**config.mk**
```make
export PLATFORM = sky130hd
export DESIGN_NAME = hdb3_line_decoder
export DESIGN_NICKNAME = d
export VERILOG_FILES = /design/src/rtl/hdb3_dec_pkg.sv /design/src/rtl/hdb3_sym_classify.sv /design/src/rtl/hdb3_polarity_tracker.sv /design/src/rtl/hdb3_retime_pipe.sv /design/src/rtl/hdb3_line_decoder.sv
export SDC_FILE = /design/constraint.sdc
export NUM_CORES = 1
export LEC_CHECK = 0
export ABC_AREA = 1
export BUFFER_PORTS_ARGS = -buffer_cell sky130_fd_sc_hd__buf_4
export CORE_AREA = 2 2 41 47
export CTS_BUF_LIST = sky130_fd_sc_hd__clkbuf_4 sky130_fd_sc_hd__clkbuf_8 sky130_fd_sc_hd__clkbuf_16
export CTS_CLUSTER_SIZE = 12
export DETAILED_ROUTE_END_ITERATION = 16
export DIE_AREA = 0 0 43 49
export SKIP_CTS_REPAIR_TIMING = 1
export SLEW_MARGIN = 10
export SYNTH_ARGS = -nofsm -noshare
export SYNTH_HDL_FRONTEND = slang
export SYNTH_HIERARCHICAL = 1
export SYNTH_SLANG_ARGS = --single-unit
```
**constraint.sdc**
```tcl
create_clock -name clk -period 3.67 [get_ports clk]
set_input_delay 0.5505 -clock clk [delete_from_list [all_inputs] [get_ports clk]]
set_output_delay 0.5505 -clock clk [all_outputs]
set_load 0.05 [all_outputs]
```
**src/rtl/hdb3_dec_pkg.sv**
```systemverilog
package hdb3_dec_pkg;

  // Encoding is {rail_n, rail_p}
  typedef enum logic [1:0] {
    SYM_SPACE  = 2'd0,
    SYM_PLUS   = 2'd1,
    SYM_MINUS  = 2'd2,
    SYM_DOUBLE = 2'd3
  } line_sym_t;

  typedef struct packed {
    logic mark_bit;  // decoded value pushed into the retiming pipe
    logic wipe;      // clear the substituted positions already in the pipe
    logic err;       // coding error seen on this symbol
  } dec_act_t;

endpackage

```
**src/rtl/hdb3_sym_classify.sv**
```systemverilog
module hdb3_sym_classify
  import hdb3_dec_pkg::*;
(
  input  logic      rail_p,
  input  logic      rail_n,
  output line_sym_t sym
);

  assign sym = line_sym_t'({rail_n, rail_p});

endmodule

```
**src/rtl/hdb3_polarity_tracker.sv**
```systemverilog
module hdb3_polarity_tracker
  import hdb3_dec_pkg::*;
#(
  parameter int RUN_LIMIT = 4
) (
  input  logic      clk,
  input  logic      rst,
  input  line_sym_t sym,
  output dec_act_t  act
);

  localparam int ZW = $clog2(RUN_LIMIT + 2);
  localparam logic [ZW-1:0] RUN_SAT   = ZW'(RUN_LIMIT + 1);
  localparam logic [ZW-1:0] RUN_ALARM = ZW'(RUN_LIMIT);
  localparam logic [ZW-1:0] GAP_B00V  = ZW'(2);
  localparam logic [ZW-1:0] GAP_000V  = ZW'(3);

  logic          have_pol, nxt_have;
  logic          last_pos, nxt_pos;
  logic          tail_ok,  nxt_tail;   // last mark was a clean alternating one
  logic [ZW-1:0] zrun,     nxt_run;
  logic          is_pos;

  always_comb begin
    act      = '0;
    nxt_have = have_pol;
    nxt_pos  = last_pos;
    nxt_tail = tail_ok;
    nxt_run  = zrun;
    is_pos   = (sym == SYM_PLUS);
    case (sym)
      SYM_SPACE: begin
        if (zrun == RUN_ALARM) act.err = 1'b1;
        if (zrun != RUN_SAT)   nxt_run = zrun + 1'b1;
      end
      SYM_DOUBLE: begin
        act.mark_bit = 1'b1;
        act.err      = 1'b1;
        nxt_run      = '0;
        nxt_tail     = 1'b0;
      end
      default: begin
        nxt_have = 1'b1;
        nxt_pos  = is_pos;
        nxt_run  = '0;
        if (have_pol && (is_pos == last_pos)) begin
          if ((zrun == GAP_000V) || ((zrun == GAP_B00V) && tail_ok)) begin
            act.wipe = 1'b1;
          end else begin
            act.mark_bit = 1'b1;
            act.err      = 1'b1;
          end
          nxt_tail = 1'b0;
        end else begin
          act.mark_bit = 1'b1;
          nxt_tail     = 1'b1;
        end
      end
    endcase
  end

  always_ff @(posedge clk) begin
    if (rst) begin
      have_pol <= 1'b0;
      last_pos <= 1'b0;
      tail_ok  <= 1'b0;
      zrun     <= '0;
    end else begin
      have_pol <= nxt_have;
      last_pos <= nxt_pos;
      tail_ok  <= nxt_tail;
      zrun     <= nxt_run;
    end
  end

endmodule

```
**src/rtl/hdb3_retime_pipe.sv**
```systemverilog
module hdb3_retime_pipe #(
  parameter int LATENCY   = 4,
  parameter int WIPE_SPAN = 4
) (
  input  logic clk,
  input  logic rst,
  input  logic in_bit,
  input  logic wipe,
  output logic out_bit
);

  logic [LATENCY-1:0] stage;

  always_ff @(posedge clk) begin
    if (rst) begin
      stage   <= '0;
      out_bit <= 1'b0;
    end else begin
      out_bit  <= stage[LATENCY-1];
      stage[0] <= in_bit;
      for (int i = 1; i < LATENCY; i++) begin
        stage[i] <= (wipe && (i < WIPE_SPAN)) ? 1'b0 : stage[i-1];
      end
    end
  end

endmodule

```
**src/rtl/hdb3_line_decoder.sv**
```systemverilog
module hdb3_line_decoder
  import hdb3_dec_pkg::*;
#(
  parameter int RUN_LIMIT = 4,
  parameter int LATENCY   = 4
) (
  input  logic clk,
  input  logic rst,
  input  logic rail_p,
  input  logic rail_n,
  output logic nrz_out,
  output logic code_alarm
);

  localparam int SUB_LEN = 4;

  line_sym_t sym;
  dec_act_t  act;

  hdb3_sym_classify u_classify (
    .rail_p (rail_p),
    .rail_n (rail_n),
    .sym    (sym)
  );

  hdb3_polarity_tracker #(.RUN_LIMIT(RUN_LIMIT)) u_tracker (
    .clk (clk),
    .rst (rst),
    .sym (sym),
    .act (act)
  );

  hdb3_retime_pipe #(.LATENCY(LATENCY), .WIPE_SPAN(SUB_LEN)) u_pipe (
    .clk     (clk),
    .rst     (rst),
    .in_bit  (act.mark_bit),
    .wipe    (act.wipe),
    .out_bit (nrz_out)
  );

  always_ff @(posedge clk) begin
    if (rst) code_alarm <= 1'b0;
    else     code_alarm <= act.err;
  end

endmodule

```
==> metrics.md <==
| Metric | Value |
|---|---|
| Tmin final | `roughly 1.4 ns` |
| Comb power frac | `13.4%` |
| Post-synthesis cell area | `623 um^2` |
| Sequential share of the synthesized area | `between 30% and 40%` |
| Share of layout cells above drive strength 1 | `22.7%` |
| Switching Share | `roughly a quarter` |
| Synth Instances | `~80` |
| NetSw | `about 64 uW` |
| Flop pwr share | `between 50 and 60%` |
| Largest family of logic cells by synthesized area | `simple AND/OR/NAND/NOR gates` |
| Least-Margin Pin Slew | `0.185 ns` |
| Avg Cell Area, Syn | `between 7 and 8 um^2` |
| First-pass GRT wire length | `1700 um` |
| Worst hold slack | `around 0.4 ns` |
| RSZ-0062 raised after global routing | `false` |
| #FFs+latches synth | `12` |
| Area leader, netlist | `dfxtp_1` |
| Worst slew margin | `between 80 and 90%` |
| Internal power | `between 150 and 200 uW` |
| CTS tree | `done` |
| Avg Vias per Cell | `between 4 and 5` |
| Top post-synthesis cells by count | `inv_1 (16), nand2_1 (14), dfxtp_1 (12), nor2_1 (10), ha_1 (8)` |
| PwrDens | `365 nW/um^2` |
| # port buffers | `5` |
| Maxcap violations | `0` |
| Number of synthesized flops with an enable pin | `0` |
| Async set or reset register ratio after synthesis | `0%` |
| Final setup violation count | `0` |
| Row cnt | `16` |
| DR WL/cell | `between 8 and 9 um` |
| Most common cell in the netlist | `inv_1` |
| Total number of yosys warnings | `6` |
| P&R area growth vs syn | `10.8%` |
| Peak supply drop | `roughly 0.00014 V` |
| CTS clk-pin slew, worst paths | `approximately 0.07 ns` |
| Hold path start | `u_pipe/stage[0]` |
| Starting Density | `around 37%` |
| Final TNS setup | `0 ns` |
| Worst Hold Class | `reg -> reg` |
| Net Count, Synth | `94` |
| GRT Residual Overflow | `0` |
| Die height | `about 49 um` |
| Worst Setup Start Kind | `input port` |
| Fin nets | `roughly 100` |
| Clock Tree Buf Depth | `2` |
| Initial antenna violation count | `0` |
| Critical Path Source | `rail_n` |
| Post-synthesis xor/xnor area fraction | `0%` |
| Dpl hpwl | `roughly 730 um` |
| Status | `completed` |
| Number of global-route vias before repair | `about 420` |
| # clock sinks | `12` |
| Io pins | `6` |
| Compound-Gate Fraction of Synth Area | `6.02%` |
| P_leak | `between 0.0003 and 0.0004 uW` |
| DIE WIDTH | `about 43 um` |
| Ys flop type | `dfxtp_1` |
| Yosys top cell area share | `a little under 40%` |
| Clock root cell | `clkbuf_4` |
| Distinct cells, synth | `17` |
| Mux contribution to synthesized area | `0%` |
| Setup crit end kind | `flip-flop` |
| Crit path kind | `in -> reg` |
| Drt drc | `0` |
| Iter 0 DRT Violations | `14` |
| # fillers | `~190` |
| Setup ws final | `between 2 and 2.5 ns` |
| Core Box Area | `1680 um^2` |
| Area share of fa/ha/maj cells after synthesis | `between 10% and 20%` |
| Critical R2R Launch | `u_tracker/zrun[0]` |
| Antenna cells | `0` |
| CTS H-tree lvls | `1` |
| Fraction of the mapped netlist area in simple logic gates | `between 20% and 30%` |
| RePlAce Congestion | `roughly 0.67` |
| Clock network fraction of total power | `between 30% and 40%` |
| Worst-Skew Late Latency | `between 0.2 and 0.3 ns` |
| Top cells by area, synth | `dfxtp_1 (39%), ha_1 (16%), inv_1 (9.6%), nand2_1 (8.4%), nor2_1 (6.0%)` |
| Pin count of the biggest net entering global routing | `8` |
| Setup Skew | `~0.0035 ns` |
| Worst Path Required | `between 3 and 4 ns` |
| Total GRT Usage | `roughly 11%` |
| Max Fanout on Critical Path | `3` |
| Max Freq | `~720 MHz` |
| Pre-antenna DRT Iters | `4` |
| CTS Buf Count | `3` |
| CP arrival | `approximately 1.5 ns` |
| Via Count | `454` |
| Routed wire length | `just over 900 um` |
| Die Footprint | `~2100 um^2` |
| Setup slack at placement | `just over 2 ns` |
| Max-slew violation count | `0` |
| Number of routed nets with antenna violations | `0` |
| Final Cycle Share | `37.6%` |
| Final Hold Viols | `0` |
==> per-stage QoR <==
step	instances	instance area, um^2	util (%)	total power [uW]
after CTS	106	691	41.1	257
after global routing	106	691	41.1	268
after floorplan	82	623	-	169
after global placement	103	668	39.7	177
final	106	691	41.1	252
after detailed placement	103	668	39.7	177
==> power groups by stage <==
stage                     clock (uW)  combinational [uW]  sequential [uW]
after floorplan                    0                23.0              146
after global placement             0                33.1              144
after detailed placement           0                33.7              144
after CTS                       83.0                33.9              141
after global routing            88.1                38.8              142
final                           77.8                33.7              141
==> worst paths after layout <==
check | end | slack [ns] | cells past startpoint
max | u_pipe/stage[1] | 2.29 | 12
min | u_pipe/stage[1] | 0.41 | 2
max reg2reg | code_alarm | 2.41 | 7
min reg2reg | u_pipe/stage[1] | 0.41 | 2
==> critical path, stage by stage <==
cell and delay, ns:
buf_4 0.11, inv_1 0.06, ha_1 0.17, inv_1 0.06, nand2_1 0.08, inv_1 0.05, nor2_2 0.09, nand2_1 0.06
nor2_1 0.12, clkinv_2 0.07, nand2_2 0.07, nor2_1 0.04
==> cells by family (layout without fill, tap and decap cells) <==
group | count (synthesis) | after routing
simple gates | 34 | 34
buf+inv | 22 | 28
flops | 12 | 12
fa+ha+maj | 8 | 8
compound gates | 6 | 6
==> state kept, by name (all words and copies together), names as in the netlist <==
name                flops
u_tracker/last_pos      1
code_alarm              1
u_tracker/zrun          3
u_tracker/tail_ok       1
u_tracker/have_pol      1
u_pipe/stage            4
u_pipe/out_bit          1
==> routing by layer <==
layer  up-vias  share of wire [%]  wire (um)  global-route usage [%]
li1        254                  -          -                       -
met1       192                 48        440                    13.5
met2         6                 47        433                    16.2
met3         2                3.7         34                    3.33
met4         0                1.4         13                    6.06
met5         -                  0          0                       0
==> cell usage in the layout (no fill, tap or decap) <==
cell and instances:
a211oi_2 1, a21oi_1 3, and3_2 1, buf_4 5, clkbuf_4 3, clkinv_2 1
dfxtp_1 12, ha_1 8, inv_1 16, inv_2 3, nand2_1 14, nand2_2 3
nand3_1 2, nand3_2 1, nor2_1 10, nor2_2 2, nor3_1 1, o21ai_0 2
==> area by class of cell <==
type / count / area [um^2] / area share [%]
timing repair buffer: 5 / 37.5 / 5.43
sequential: 12 / 240 / 34.8
inverter: 20 / 76.3 / 11.1
tap: 18 / 22.5 / 3.26
clock buffer: 3 / 22.5 / 3.26
multi-input combinational: 48 / 292 / 42.2
Note: power is estimated with default switching activity, not from simulation.
